--- src/rtl/vdiv_pkg.sv ---
package vdiv_pkg;
  typedef enum logic [2:0] {
    ST_COUNT = 3'd0,
    ST_FREE  = 3'd1,
    ST_WIN   = 3'd2,
    ST_OPEN  = 3'd3,
    ST_WAIT  = 3'd4
  } vd_state_e;

  localparam logic [1:0] FORCE_60 = 2'b01;
  localparam logic [1:0] FORCE_50 = 2'b10;
endpackage

--- src/rtl/vdiv_sync_latch.sv ---
module vdiv_sync_latch (
  input  logic clk_i,
  input  logic rst_ni,
  input  logic hl_en_i,
  input  logic vsync_i,
  output logic sync_o
);
  logic vs_q, pend_q, rise;

  assign rise   = vsync_i & ~vs_q;
  assign sync_o = pend_q | rise;

  always_ff @(posedge clk_i or negedge rst_ni) begin
    if (!rst_ni) begin
      vs_q   <= 1'b0;
      pend_q <= 1'b0;
    end else begin
      vs_q   <= vsync_i;
      pend_q <= hl_en_i ? 1'b0 : (pend_q | rise);
    end
  end
endmodule

--- src/rtl/vdiv_halfline_cnt.sv ---
module vdiv_halfline_cnt #(
  parameter int unsigned CW = 10
) (
  input  logic          clk_i,
  input  logic          rst_ni,
  input  logic          en_i,
  input  logic          clr_i,
  output logic [CW-1:0] cnt_o
);
  always_ff @(posedge clk_i or negedge rst_ni) begin
    if (!rst_ni)   cnt_o <= '0;
    else if (en_i) cnt_o <= clr_i ? '0 : cnt_o + 1'b1;
  end
endmodule

--- src/rtl/vdiv_norm_cnt.sv ---
module vdiv_norm_cnt #(
  parameter int unsigned NW = 3
) (
  input  logic          clk_i,
  input  logic          rst_ni,
  input  logic          score_i,
  input  logic          good_i,
  input  logic          penal_i,
  output logic [NW-1:0] level_o
);
  localparam logic [NW-1:0] TOP = {NW{1'b1}};

  logic bad_q, up;

  // a good field right after a bad one does not earn credit in strict modes
  assign up = good_i & ~(penal_i & bad_q);

  always_ff @(posedge clk_i or negedge rst_ni) begin
    if (!rst_ni) begin
      level_o <= '0;
      bad_q   <= 1'b0;
    end else if (score_i) begin
      bad_q <= ~good_i;
      if (up) level_o <= (level_o == TOP) ? level_o : level_o + 1'b1;
      else    level_o <= (level_o == '0)  ? level_o : level_o - 1'b1;
    end
  end
endmodule

--- src/rtl/vdiv_ctrl.sv ---
module vdiv_ctrl
  import vdiv_pkg::*;
#(
  parameter int unsigned CW           = 10,
  parameter int unsigned NW           = 3,
  parameter int unsigned DECIDE_CNT   = 488,
  parameter int unsigned NOM_50       = 626,
  parameter int unsigned LO_50        = 622,
  parameter int unsigned HI_50        = 628,
  parameter int unsigned NOM_60       = 526,
  parameter int unsigned LO_60        = 522,
  parameter int unsigned HI_60        = 528,
  parameter int unsigned LONG_TMO     = 722,
  parameter int unsigned RATE_SPLIT   = 576,
  parameter int unsigned NORM_HI_MIN  = 6,
  parameter int unsigned NORM_MID_MIN = 3
) (
  input  logic          clk_i,
  input  logic          rst_ni,
  input  logic          hl_en_i,
  input  logic          sync_i,
  input  logic          locked_i,
  input  logic [1:0]    force_rate_i,
  input  logic [CW-1:0] cnt_i,
  input  logic [NW-1:0] level_i,
  output logic          cnt_clr_o,
  output logic          score_o,
  output logic          good_o,
  output logic          penal_o,
  output logic          field_o,
  output logic          saw_o,
  output logic          rate60_o
);
  localparam logic [CW-1:0] DEC_K   = CW'(DECIDE_CNT);
  localparam logic [CW-1:0] TMO_K   = CW'(LONG_TMO);
  localparam logic [CW-1:0] SPLIT_K = CW'(RATE_SPLIT);
  localparam logic [NW-1:0] HI_LVL  = NW'(NORM_HI_MIN);
  localparam logic [NW-1:0] MID_LVL = NW'(NORM_MID_MIN);

  logic [CW-1:0] nom_t [2];
  logic [CW-1:0] lo_t  [2];
  logic [CW-1:0] hi_t  [2];

  // index 0: 50 Hz limits, index 1: 60 Hz limits
  for (genvar g = 0; g < 2; g++) begin : g_half
    localparam int unsigned NOMV = (g == 0) ? NOM_50 : NOM_60;
    localparam int unsigned LOV  = (g == 0) ? LO_50  : LO_60;
    localparam int unsigned HIV  = (g == 0) ? HI_50  : HI_60;
    assign nom_t[g] = CW'(NOMV);
    assign lo_t[g]  = CW'(LOV);
    assign hi_t[g]  = CW'(HIV);
  end

  vd_state_e     st_q, st_d;
  logic          rate_q, rate_d, hit_q, fld_q, saw_q;
  logic          inwin, fin, fld, by_sync;
  logic [CW-1:0] nom, lo, hi, tmo;

  assign nom   = nom_t[rate_q];
  assign lo    = lo_t[rate_q];
  assign hi    = hi_t[rate_q];
  assign tmo   = locked_i ? TMO_K : hi;
  assign inwin = sync_i && (cnt_i > lo) && (cnt_i < hi);

  always_comb begin
    st_d    = st_q;
    fin     = 1'b0;
    fld     = 1'b0;
    by_sync = 1'b0;
    if (hl_en_i) begin
      unique case (st_q)
        ST_COUNT: begin
          if (cnt_i + 1'b1 == DEC_K) begin
            if (level_i >= HI_LVL)       st_d = ST_FREE;
            else if (level_i >= MID_LVL) st_d = ST_WIN;
            else                         st_d = ST_OPEN;
          end
        end
        ST_FREE: begin
          if (cnt_i == nom) begin
            st_d = ST_WAIT;
            fld  = 1'b1;
          end
        end
        ST_WAIT: fin = 1'b1;
        ST_WIN: begin
          if (inwin || cnt_i == hi) begin
            fin = 1'b1;
            fld = 1'b1;
          end
        end
        ST_OPEN: begin
          if (sync_i) begin
            fin     = 1'b1;
            fld     = 1'b1;
            by_sync = 1'b1;
          end else if (cnt_i == tmo) begin
            fin = 1'b1;
            fld = 1'b1;
          end
        end
        default: st_d = ST_COUNT;
      endcase
      if (fin) st_d = ST_COUNT;
    end
  end

  always_comb begin
    rate_d = rate_q;
    if (fin) begin
      if (force_rate_i == FORCE_60)      rate_d = 1'b1;
      else if (force_rate_i == FORCE_50) rate_d = 1'b0;
      else if (by_sync)                  rate_d = (cnt_i < SPLIT_K);
    end
  end

  assign cnt_clr_o = fin;
  assign score_o   = fin;
  assign good_o    = hit_q | inwin;
  assign penal_o   = (st_q == ST_FREE) || (st_q == ST_WAIT) || (st_q == ST_WIN);
  assign field_o   = fld_q;
  assign saw_o     = saw_q;
  assign rate60_o  = rate_q;

  always_ff @(posedge clk_i or negedge rst_ni) begin
    if (!rst_ni) begin
      st_q   <= ST_COUNT;
      rate_q <= 1'b0;
      hit_q  <= 1'b0;
      fld_q  <= 1'b0;
      saw_q  <= 1'b0;
    end else begin
      st_q   <= st_d;
      rate_q <= rate_d;
      fld_q  <= fld;
      saw_q  <= fin;
      if (hl_en_i) hit_q <= fin ? 1'b0 : (hit_q | (inwin & (st_q != ST_COUNT)));
    end
  end
endmodule

--- src/rtl/vdiv_field_sync.sv ---
module vdiv_field_sync
  import vdiv_pkg::*;
#(
  parameter int unsigned DECIDE_CNT   = 488,
  parameter int unsigned NOM_50       = 626,
  parameter int unsigned LO_50        = 622,
  parameter int unsigned HI_50        = 628,
  parameter int unsigned NOM_60       = 526,
  parameter int unsigned LO_60        = 522,
  parameter int unsigned HI_60        = 528,
  parameter int unsigned LONG_TMO     = 722,
  parameter int unsigned RATE_SPLIT   = 576,
  parameter int unsigned NORM_W       = 3,
  parameter int unsigned NORM_HI_MIN  = 6,
  parameter int unsigned NORM_MID_MIN = 3
) (
  input  logic       clk_i,
  input  logic       rst_ni,
  input  logic       hl_en_i,
  input  logic       vsync_i,
  input  logic       locked_i,
  input  logic [1:0] force_rate_i,
  output logic       field_pulse_o,
  output logic       saw_reset_o,
  output logic       rate60_o
);
  localparam int unsigned CW = $clog2(LONG_TMO + 1);

  logic              sync_w, clr_w, score_w, good_w, penal_w;
  logic [CW-1:0]     cnt_w;
  logic [NORM_W-1:0] level_w;

  vdiv_sync_latch u_latch (
    .clk_i  (clk_i),
    .rst_ni (rst_ni),
    .hl_en_i(hl_en_i),
    .vsync_i(vsync_i),
    .sync_o (sync_w)
  );

  vdiv_halfline_cnt #(.CW(CW)) u_cnt (
    .clk_i (clk_i),
    .rst_ni(rst_ni),
    .en_i  (hl_en_i),
    .clr_i (clr_w),
    .cnt_o (cnt_w)
  );

  vdiv_norm_cnt #(.NW(NORM_W)) u_norm (
    .clk_i  (clk_i),
    .rst_ni (rst_ni),
    .score_i(score_w),
    .good_i (good_w),
    .penal_i(penal_w),
    .level_o(level_w)
  );

  vdiv_ctrl #(
    .CW(CW), .NW(NORM_W), .DECIDE_CNT(DECIDE_CNT),
    .NOM_50(NOM_50), .LO_50(LO_50), .HI_50(HI_50),
    .NOM_60(NOM_60), .LO_60(LO_60), .HI_60(HI_60),
    .LONG_TMO(LONG_TMO), .RATE_SPLIT(RATE_SPLIT),
    .NORM_HI_MIN(NORM_HI_MIN), .NORM_MID_MIN(NORM_MID_MIN)
  ) u_ctrl (
    .clk_i       (clk_i),
    .rst_ni      (rst_ni),
    .hl_en_i     (hl_en_i),
    .sync_i      (sync_w),
    .locked_i    (locked_i),
    .force_rate_i(force_rate_i),
    .cnt_i       (cnt_w),
    .level_i     (level_w),
    .cnt_clr_o   (clr_w),
    .score_o     (score_w),
    .good_o      (good_w),
    .penal_o     (penal_w),
    .field_o     (field_pulse_o),
    .saw_o       (saw_reset_o),
    .rate60_o    (rate60_o)
  );
endmodule

--- config.mk ---
export PLATFORM = sky130hd
export DESIGN_NAME = vdiv_field_sync
export DESIGN_NICKNAME = d
export VERILOG_FILES = /design/src/rtl/vdiv_pkg.sv /design/src/rtl/vdiv_sync_latch.sv /design/src/rtl/vdiv_halfline_cnt.sv /design/src/rtl/vdiv_norm_cnt.sv /design/src/rtl/vdiv_ctrl.sv /design/src/rtl/vdiv_field_sync.sv
export SDC_FILE = /design/constraint.sdc
export NUM_CORES = 1
export LEC_CHECK = 0
export ABC_AREA = 1
export BUFFER_PORTS_ARGS = -buffer_cell sky130_fd_sc_hd__buf_2
export CORE_MARGIN = 1.5
export CORE_UTILIZATION = 53
export CTS_CLUSTER_SIZE = 25
export DETAILED_ROUTE_END_ITERATION = 10
export GPL_TIMING_DRIVEN = 0
export PLACE_DENSITY = 0.79
export SLEW_MARGIN = 10
export SYNTH_ARGS = -nofsm -noshare
export SYNTH_HDL_FRONTEND = slang
export SYNTH_SLANG_ARGS = --single-unit
--- constraint.sdc ---
create_clock -name clk_i -period 2.8 [get_ports clk_i]
set_input_delay 0.7 -clock clk_i [delete_from_list [all_inputs] [get_ports clk_i]]
set_output_delay 0.7 -clock clk_i [all_outputs]
set_load 0.01 [all_outputs]
* Yosys cells after proc, flatten, opt, wreduce, memory -nomap -nowiden
Index checks and enable logic that the tools add are counted.
Word-level totals: bits in registers 23, bits in latches 0, RAM bits 0, memory bits (read-only) 0, output and inout port bits 3, word-level logic and storage cells 96, memories kept 0
Operators by class: $add $sub $neg 3, $mul 0, divide/modulo/power cells 0, order comparisons 6, equality and inequality tests 16, shift operators 0, muxes and demuxes 37, bitwise operators 11, reduce and logical (&&, ||, !) cells 13
Operators with widths (count):
- 10-bit two-way mux | 8
- 10-bit equality test | 3
- 3-bit two-way mux | 7
- 7-bit two-way mux | 3
- 1-bit two-way mux | 16
- 10-bit by 1-bit adder with 10-bit output, second input constant | 1
- 10-bit by 9-bit equality test with 1-bit output, second input constant | 1
- 10-bit > comparator | 1
- 10-bit < comparator | 1
- 10-bit < comparator, second input constant | 1
- 3-bit one-hot mux with 3 select lines | 1
- 3-bit by 2-bit equality test with 1-bit output, second input constant | 2
- 3-bit equality test, second input constant | 2
- 3-bit zero test | 2
- 3-bit by 1-bit != test with 1-bit output, second input constant | 2
- 1-bit one-hot mux with 3 select lines | 2
- 3-bit nonzero test | 2
- 1-bit AND | 4
- 2-bit by 1-bit != test with 1-bit output, second input constant | 2
- 4-bit AND reduction | 1
- 3-bit by 1-bit adder with 3-bit output, second input constant | 1
- 3-bit by 1-bit equality test with 1-bit output, second input constant | 1
- 3-bit by 2-bit >= comparator with 1-bit output, second input constant | 1
- 3-bit >= comparator, second input constant | 1
- 13 further kinds | 20

* Depth between registers and ports, before layout
Gate-level depths: netlist of run 1.
depth after elaboration 13, depth in mapped cells 15, depth with buffers taken out 15

* By module
A second synthesis of run 1 with hierarchy kept.
Unflattened totals: cells, all modules 241, area, all modules 1694.1 µm²
By module, submodules not included:
- vdiv_ctrl | times used 1, cells an instance 131, area an instance 808.3 µm², sequential area each 175.2 µm²
- vdiv_halfline_cnt | times used 1, cells an instance 64, area an instance 549.3 µm², sequential area each 250.2 µm²
- vdiv_norm_cnt | times used 1, cells an instance 39, area an instance 260.2 µm², sequential area each 100.1 µm²
- vdiv_sync_latch | times used 1, cells an instance 7, area an instance 76.3 µm², sequential area each 50.0 µm²

* Least setup slack after synthesis of run 1
OpenSTA, ideal clock, no wires.
path type reg-to-reg, from reg u_ctrl.rate_q, in the netlist u_ctrl.rate60_o, to reg u_norm.level_o[2], setup time 65 ps, data arrival time 2042 ps, path slack 693 ps, stages on the path, launching flop included 14, path buffers 0, cell sequence dfrtp_1 inv_1 ha_1 nand3_1 nor2_1 nor2_1 nand3_1 nand2_2 nand2_2 fa_1 nand3b_1 nand2_1 nand2_1 nand2_1
On the way: longest elaborated chain between the ends 13
Ends and longest elaborated chain:
- start, declared | RTL line vdiv_ctrl.sv:55 | logic rate_q, rate_d, hit_q, fld_q, saw_q;
- start signal, assigned | RTL line vdiv_ctrl.sv:134 | rate_q <= rate_d;
- 1-bit NOT with 2-bit output (implied by the code) (*) | RTL line vdiv_ctrl.sv:60, vdiv_ctrl.sv:61
- 7-bit two-way mux (implied by the code) | RTL line vdiv_ctrl.sv:60 | assign lo = lo_t[rate_q];
- 10-bit two-way mux (implied by the code) (2 in a row) | RTL line vdiv_ctrl.sv:60
- 10-bit > comparator | RTL line vdiv_ctrl.sv:63 | assign inwin = sync_i && (cnt_i > lo) && (cnt_i < hi);
- 1-bit logical AND (2 in a row) | RTL line vdiv_ctrl.sv:63
- 1-bit logical OR | RTL line vdiv_ctrl.sv:87 | if (inwin || cnt_i == hi) begin
- 1-bit two-way mux | RTL line vdiv_ctrl.sv:87
- 1-bit one-hot mux with 3 select lines | RTL line vdiv_ctrl.sv:71 | unique case (st_q)
- 1-bit two-way mux (2 in a row) | RTL line vdiv_ctrl.sv:70 | if (hl_en_i) begin
- 3-bit AND reduction (no line)
- end signal, assigned | RTL line vdiv_norm_cnt.sv:24 | if (up) level_o <= (level_o == TOP) ? level_o : level_o + 1'b1;
- end signal, assigned | RTL line vdiv_norm_cnt.sv:25 | else level_o <= (level_o == '0) ? level_o : level_o - 1'b1;
- end, declared | RTL line vdiv_norm_cnt.sv:9 | output logic [NW-1:0] level_o
Mark *: on every way between the ends. The rest lies on a longest branch, timed or not. The select of a mux whose other input is x is not followed. A chain may end at the register's enable or synchronous reset.

* Worst setup path in the final report of run 1
Same ends and word-level chain as after synthesis.

==> results of run 1 <==
## routing by layer
| layer | share of wire | GRT usage | vias to the layer above |
|---|---|---|---|
| met2 | 0.45 | 0.355 | 25 |
| met4 | 0.0057 | 0.0584 | 0 |
| met5 | 0 | 0 | - |
| met1 | 0.51 | 0.300 | 671 |
| li1 | - | - | 779 |
| met3 | 0.036 | 0.0240 | 2 |
## worst register-to-register path, stage by stage, from the launching register on
cell	delay, ps
dfrtp_1	540
inv_1	140
ha_1	360
nand3_1	100
nor2_1	50
nor2_1	80
nand3_1	120
nand2_2	140
nand2_2	90
fa_1	380
nand3b_1	160
nand2_1	70
nand2_1	40
nand2_1	50
## sequential cells by signal (all words and copies together), names as in the netlist
signal / cells
u_norm.bad_q: 1
u_ctrl.saw_o: 1
u_cnt.cnt_o: 10
u_ctrl.st_q: 3
u_ctrl.field_o: 1
u_latch.pend_q: 1
u_norm.level_o: 3
u_ctrl.hit_q: 1
u_ctrl.rate60_o: 1
u_latch.vs_q: 1
## synth_stat cells
master	count
inv_1	25
nand3_1	18
o22ai_1	6
o21bai_4	1
dfrtp_1	23
o2111ai_1	1
nor3_1	2
nor2_4	2
nand4_1	6
fa_1	1
xor2_1	1
o21ai_0	9
a21oi_1	6
o31ai_1	1
nand3b_1	2
clkbuf_1	2
inv_2	5
nor2_1	23
a21boi_2	2
nor2_2	3
nand2_1	63
nand2_2	7
o21ai_1	6
buf_6	1
o21bai_1	1
nand2_4	1
or2_1	1
nand3_2	3
nor3_2	1
ha_1	9
## power groups by stage
| stage | Combinational (W) | Clock [W] | Sequential, W |
|---|---|---|---|
| 2_1_floorplan | 0.000609 | 0 | 0.000571 |
| 3_3_place_gp | 0.000732 | 0 | 0.000605 |
| 3_5_place_dp | 0.000747 | 0 | 0.000607 |
| 4_1_cts | 0.000751 | 0.000166 | 0.000600 |
| 5_1_grt | 0.000870 | 0.000180 | 0.000624 |
| 6_report | 0.000750 | 0.000158 | 0.000601 |
## through the flow
step / util / area [um2]
after CTS: 0.595 / 1800
after detailed placement: 0.586 / 1770
after global placement: 0.586 / 1770
after global routing: 0.595 / 1800
after floorplan: - / 1670
final: 0.595 / 1800
## final timing paths
check / to / from
worst max-delay path: u_norm.level_o[2] / u_ctrl.rate60_o
worst min-delay path: u_norm.level_o[0] / rst_ni
worst max register to register: u_norm.level_o[2] / u_ctrl.rate60_o
worst min register to register: u_norm.bad_q / u_norm.bad_q
max in group asynchronous: u_cnt.cnt_o[6] / rst_ni
min in group clk_i: u_latch.vs_q / vsync_i
## cell usage in the layout (no fill, tap or decap), types with 2 or more instances in the layout
cell and instances:
a21boi_2 2, a21oi_1 6, buf_2 9, clkbuf_1 2
clkbuf_4 3, dfrtp_1 23, ha_1 9, inv_1 25
inv_2 5, nand2_1 63, nand2_2 7, nand3_1 18
nand3_2 3, nand3b_1 2, nand4_1 6, nor2_1 23
nor2_2 3, nor2_4 2, nor3_1 2, o21ai_0 9
o21ai_1 6, o22ai_1 6
## cell families (layout without fill, tap and decap cells)
family          Yosys count  count (layout)  share of synthesized area
compound gates           33              33                      0.124
xor+xnor                  1               1                    0.00523
buf+inv                  33              46                     0.0785
fa+ha+maj                10              10                     0.0792
simple gates            132             132                      0.369
flops                    23              23                      0.344
## layout make-up
class	instances	area, um2	share of cell area
plain buffers	3	18.8	0.0104
clock buffers	3	22.5	0.0125
clock inverters	1	5.00	0.00278
inverters	30	113	0.0625
multi-input cells	176	967	0.537
flip-flops and latches	23	576	0.319
well taps	44	55.1	0.0306
repair buffers	9	45.0	0.0250
==> summary.md, run 1 <==
| Metric | Value |
|---|---|
| Reg2Reg Depth | 13 |
| Sw Pwr | 0.000730 W |
| P_leak | 0.902 nW |
| Syn Area/Cell | 7.22 um2 |
| CP Max Fanout | 8 |
| Worst slack, placed | 487 ps |
| Mapped Cells | 232 |
| # rows | 20 |
| Crit path largest cell delay | 540 ps |
| CTS Buf Count | 3 |
| Final Cycle Share | 0.842 |
| Critical path buffer and inverter count | 1 |
| CTS Hold Bufs | 0 |
| RSZ-0062 raised after global routing | false |
| Vias in the first global route | 1,363 |
| GRT Overall Usage | 0.216 |
| Sw Share | 0.483 |
| Yosys warns | 0 |
| Sequential fraction of the synthesis area | 0.344 |
| Skew final | 10.5 ps |
| DR DRC count | 0 |
| Setup bufs post-CTS | 0 |
| Status | finished clean |
| TritonCTS clock tree | done |
| Starting DRT DRC Count | 88 |
| Final #Nets | 263 |
| Ranking of synthesized cells by area | dfrtp_1 34%, nand2_1 14%, ha_1 6.7% |
| Final Worst Setup Slack | 442 ps |
| Startpoint types | flop |
| Final Hold Vio Count | 0 |
| CP Cell Sequence | inv_1 > ha_1 > nand3_1 > nor2_1 > nor2_1 > nand3_1 > nand2_2 > nand2_2 > fa_1 > nand3b_1 > nand2_1 > nand2_1 > nand2_1 |
| Initial antenna violation count | 0 |
| Flops & latches, synth | 23 |
| Dpl cells | 285 |
| DP HPWL | 2570 um |
| Max-slew headroom | 0.657 |
| Critical path depth in cells | 13 |
| CP endpoint kind | flop |
| Die Span Y | 59.2 um |
| Synth Cell Area | 1670 um2 |
| Root buf cell | clkbuf_4 |
| Pint | 0.000780 W |
| H-tree levels | 1 |
| R2R Setup Slk | 440 ps |
| Clock-pin slew on the worst setup and hold paths | 140 ps |
| Worst path top cell family by delay | simple AND/OR/NAND/NOR gates |
| Most frequent CP cell | nand2_1 |
| Synth area leader | dfrtp_1 |
| Worst min-delay path category | input port to async pin |
| CP Class | flop to flop |
| Critical-path top delay cell | dfrtp_1 |
| Hold slack | 336 ps |
| Crit path arrival time | 2630 ps |
| Worst Tran Pin Value | 514 ps |
| Worst endpoint required time | 3070 ps |
| # fillers | 310 |
| GRT overflow | 0 |
| Register share of total power | 0.398 |
| First-pass DRT Iterations | 4 |
| Max-cap viol count | 0 |
| Largest net degree at the start of global routing | 24 |
| Later-pin clock latency in the skew report | 310 ps |
| Tot Pwr | 0.00151 W |
| Power per cell area | 838 nW/um2 |
| DIE AREA | 3500 um2 |
| Top-area cell type share of the netlist area | 0.344 |
| Initial Util | 0.553 |
| Core area | 3030 um2 |
| First-pass GRT wire length | 5810 um |
| Final setup TNS | 0 ps |
| Final setup fails | 0 |
| WL per Instance | 11.6 um |
| Sink Count | 23 |
| Die Wd | 59.2 um |
| Syn nets | 249 |
| Final WL | 3350 um |
| Layout cell share with drive strength beyond 1 | 0.159 |
| Fin. max-slew vios | 0 |
| GP Congestion | 0.918 |
| Peak VDD IR | 0.000436 V |
| Area delta synth->final | 7.62% |
| Non-Filler Instances | 289 |
| Fin crit period | 2360 ps |
| Post-cts sizing count | 0 |
| Fmax | 424 MHz |
| Power share of the clock group | 0.105 |
| Maximum clock insertion buffer count | 2 |
| Port Buffer Count | 9 |
| Antenna diode count | 0 |
| Vias | 1,477 |
| Routed vias/inst | 5.11 |
| Synth cell types | 30 |
| I/O pin cnt | 10 |
| Routed Antenna Nets | 0 |
| Logic pwr share | 0.497 |
No activity file was read; power rests on OpenSTA's default activity.
==> run 2, diff against run 1 <==
- PLACE_DENSITY: 0.79 -> 0.82
- clock period: 2.8 -> 2.1 ns (I/O delays scaled with it)
==> run 2 against run 1 <==
  * The flow now finishes with violations (negative setup slack)
  * Critical path type unchanged
  * Register-to-register slack worse by 520 ps
  * Hold slack worse by 200 ps
  * Global-route usage is 1.1 points higher
  * Cell area is 11% higher
  * Clock skew is 8.9 ps lower
  * Combinational power is 72% higher
  * Largest power group unchanged
  * Critical endpoint unchanged
  * Clock power is 42% higher
  * Sequential share of layout area is 2.8 points lower
==> summary.md, run 2 (synthesized netlist as in run 1, its figures left out) <==
| Metric | Value |
|---|---|
| Vias in the first global route | 1,361 (-0.15%) |
| Most frequent standard cell in the layout excluding fill and tap cells | nand2_1 |
| Final Hold Vio Count | 0 (unchanged) |
| Leading cell types in the layout, fill and taps excluded | 61 x nand2_1, 24 x inv_1, 22 x nor2_1 |
| Dpl cells | 285 (unchanged) |
| Final #Nets | 277 (+5.3%) |
| H-tree levels | 1 (unchanged) |
| First-pass DRT Iterations | 4 (unchanged) |
| CP endpoint kind | flop |
| Status | finished, violations left |
| CTS Hold Bufs | 0 (unchanged) |
| Skew final | 1.63 ps (-8.88 ps) |
| Reg-to-Reg Start | u_ctrl.rate60_o |
| GP Congestion | 0.949 (+3.3%) |
| Fin crit period | 2170 ps (-184 ps) |
| Startpoint types | flop |
| Initial Util | 0.553 (unchanged) |
| Crit path arrival time | 2460 ps (-170 ps) |
| Failing checks | negative setup slack |
| Die Wd | 59.2 um (unchanged) |
| Worst slack, placed | -157 ps (-644 ps) |
| Final Cycle Share | 1.04 (+0.193) |
| CP Max Fanout | 5 (-3) |
| Logic pwr share | 0.557 (+0.060) |
| Biggest regs | u_cnt.cnt_o x10, u_ctrl.st_q x3, u_norm.level_o x3 |
| Fmax | 460 MHz (+8.5%) |
| GRT overflow | 0 (unchanged) |
| Starting DRT DRC Count | 71 (-19%) |
| Maximum clock insertion buffer count | 2 (unchanged) |
| WL per Instance | 13.1 um (+13%) |
| Final Worst Setup Slack | -74.6 ps (-516 ps) |
| DP HPWL | 2520 um (-2.0%) |
| Sink Count | 23 (unchanged) |
| P_leak | 0.963 nW (+6.7%) |
| Register share of total power | 0.345 (-0.053) |
| GRT Overall Usage | 0.227 (+0.0112) |
| Pint | 0.00119 W (+53%) |
| # rows | 20 (unchanged) |
| Die Span Y | 59.2 um (unchanged) |
| TritonCTS clock tree | done |
| I/O pin cnt | 10 (unchanged) |
| Max reg flops | 10 (unchanged) |
| Routed vias/inst | 5.31 (+4.0%) |
| Layout cell share with drive strength beyond 1 | 0.263 (+0.103) |
| First-pass GRT wire length | 6090 um (+4.8%) |
| Port Buffer Count | 9 (unchanged) |
| Sw Pwr | 0.00112 W (+54%) |
| CP Class | flop to flop |
| Antenna diode count | 0 (unchanged) |
| DIE AREA | 3500 um2 (unchanged) |
| Power share of the clock group | 0.097 (-0.008) |
| Largest Register | u_cnt.cnt_o |
| Final setup TNS | -115 ps (-115 ps) |
| Fin. max-slew vios | 0 (unchanged) |
| Power per cell area | 1160 nW/um2 (+38%) |
| Sw Share | 0.485 (+0.00112) |
| Later-pin clock latency in the skew report | 330 ps (+20 ps) |
| Vias | 1,610 (+9.0%) |
| DR DRC count | 0 (unchanged) |
| Max-cap viol count | 0 (unchanged) |
| Clock-pin slew on the worst setup and hold paths | 140 ps (about the same) |
| Routed Antenna Nets | 0 (unchanged) |
| Worst Tran Pin Value | 569 ps (+54.7 ps) |
| Non-Filler Instances | 303 (+4.8%) |
| Fin util | 0.660 (+0.0653) |
| Reg2reg end | u_norm.level_o[2] |
| Worst endpoint required time | 2390 ps (-680 ps) |
| Reg2Reg Depth | 13 (unchanged) |
| Final setup fails | 2 (+2) |
| RSZ-0062 raised after global routing | true |
| Area delta synth->final | 19.4% |
| Root buf cell | clkbuf_4 |
| R2R Setup Slk | -70 ps (-520 ps) |
| CTS Buf Count | 3 (unchanged) |
| Max-slew headroom | 0.621 (-0.0365) |
| Peak VDD IR | 0.000453 V (+4.0%) |
| Largest net degree at the start of global routing | 24 (unchanged) |
| Initial antenna violation count | 0 (unchanged) |
| Worst min-delay path category | input port to async pin |
| Final WL | 3980 um (+19%) |
| Core area | 3030 um2 (unchanged) |
[run 2: area by class of cell]
type                    instances  area [um2]
flip-flops and latches         23         582
clock buffers                   3        22.5
repair buffers                 22         143
well taps                      44        55.1
plain buffers                   3        18.8
clock inverters                 1        5.00
inverters                      30         113
multi-input cells             177        1060
fillers                       259        1030
[run 2: per-stage QoR]
step	hold WS, ps	total power [W]	area, um2
floorplan	229	0.00158	1680
CTS	170	0.00218	1920
finish	138	0.00231	2000
global placement	473	0.00178	1780
detailed placement	482	0.00180	1780
global route	175	0.00251	2000
[run 2: worst max path at each step]
stage	start	end	slack (ps)	depth (start not counted)
floorplan	u_ctrl.rate60_o	u_norm.level_o[2]	40	14
global placement	u_cnt.cnt_o[2]	u_norm.level_o[2]	-120	12
detailed placement	u_cnt.cnt_o[2]	u_norm.level_o[2]	-160	12
CTS	u_ctrl.rate60_o	u_norm.level_o[2]	-6	13
global route	u_ctrl.rate60_o	u_norm.level_o[2]	-210	13
finish	u_ctrl.rate60_o	u_norm.level_o[2]	-70	13
[run 2: power groups by stage]
stage	clock network, W	logic [W]	registers, W
final	0.000225	0.00129	0.000799
after global routing	0.000241	0.00145	0.000824
after CTS	0.000225	0.00116	0.000794
after detailed placement	0	0.000991	0.000811
after global placement	0	0.000974	0.000807
after floorplan	0	0.000812	0.000763
[run 2: routing by layer]
metal	track usage	vias to the layer above	wire length, um	share of wire
li1	-	818	-	-
met1	0.302	741	1770	0.44
met2	0.381	43	1950	0.49
met3	0.0262	8	195	0.049
met4	0.0779	0	70	0.018
met5	0	-	0	0
[run 2: worst max-delay path, cell delays in order, from the launching register on]
cell,delay (ps)
dfrtp_2,510
ha_4,300
nand2_4,50
nor2_4,100
nand2_1,70
nor2_1,120
nand3_1,130
nand2_2,110
nand2_2,70
fa_2,350
nand3b_1,160
nand2_1,60
nand2_1,40
nand2_1,50
[run 2: timing repair]
item	in CTS	in global routing
gates resized for setup	10	8
gates cloned	0	1
setup endpoints to repair	2	12
pin swaps	7	7
buffers inserted	8	5
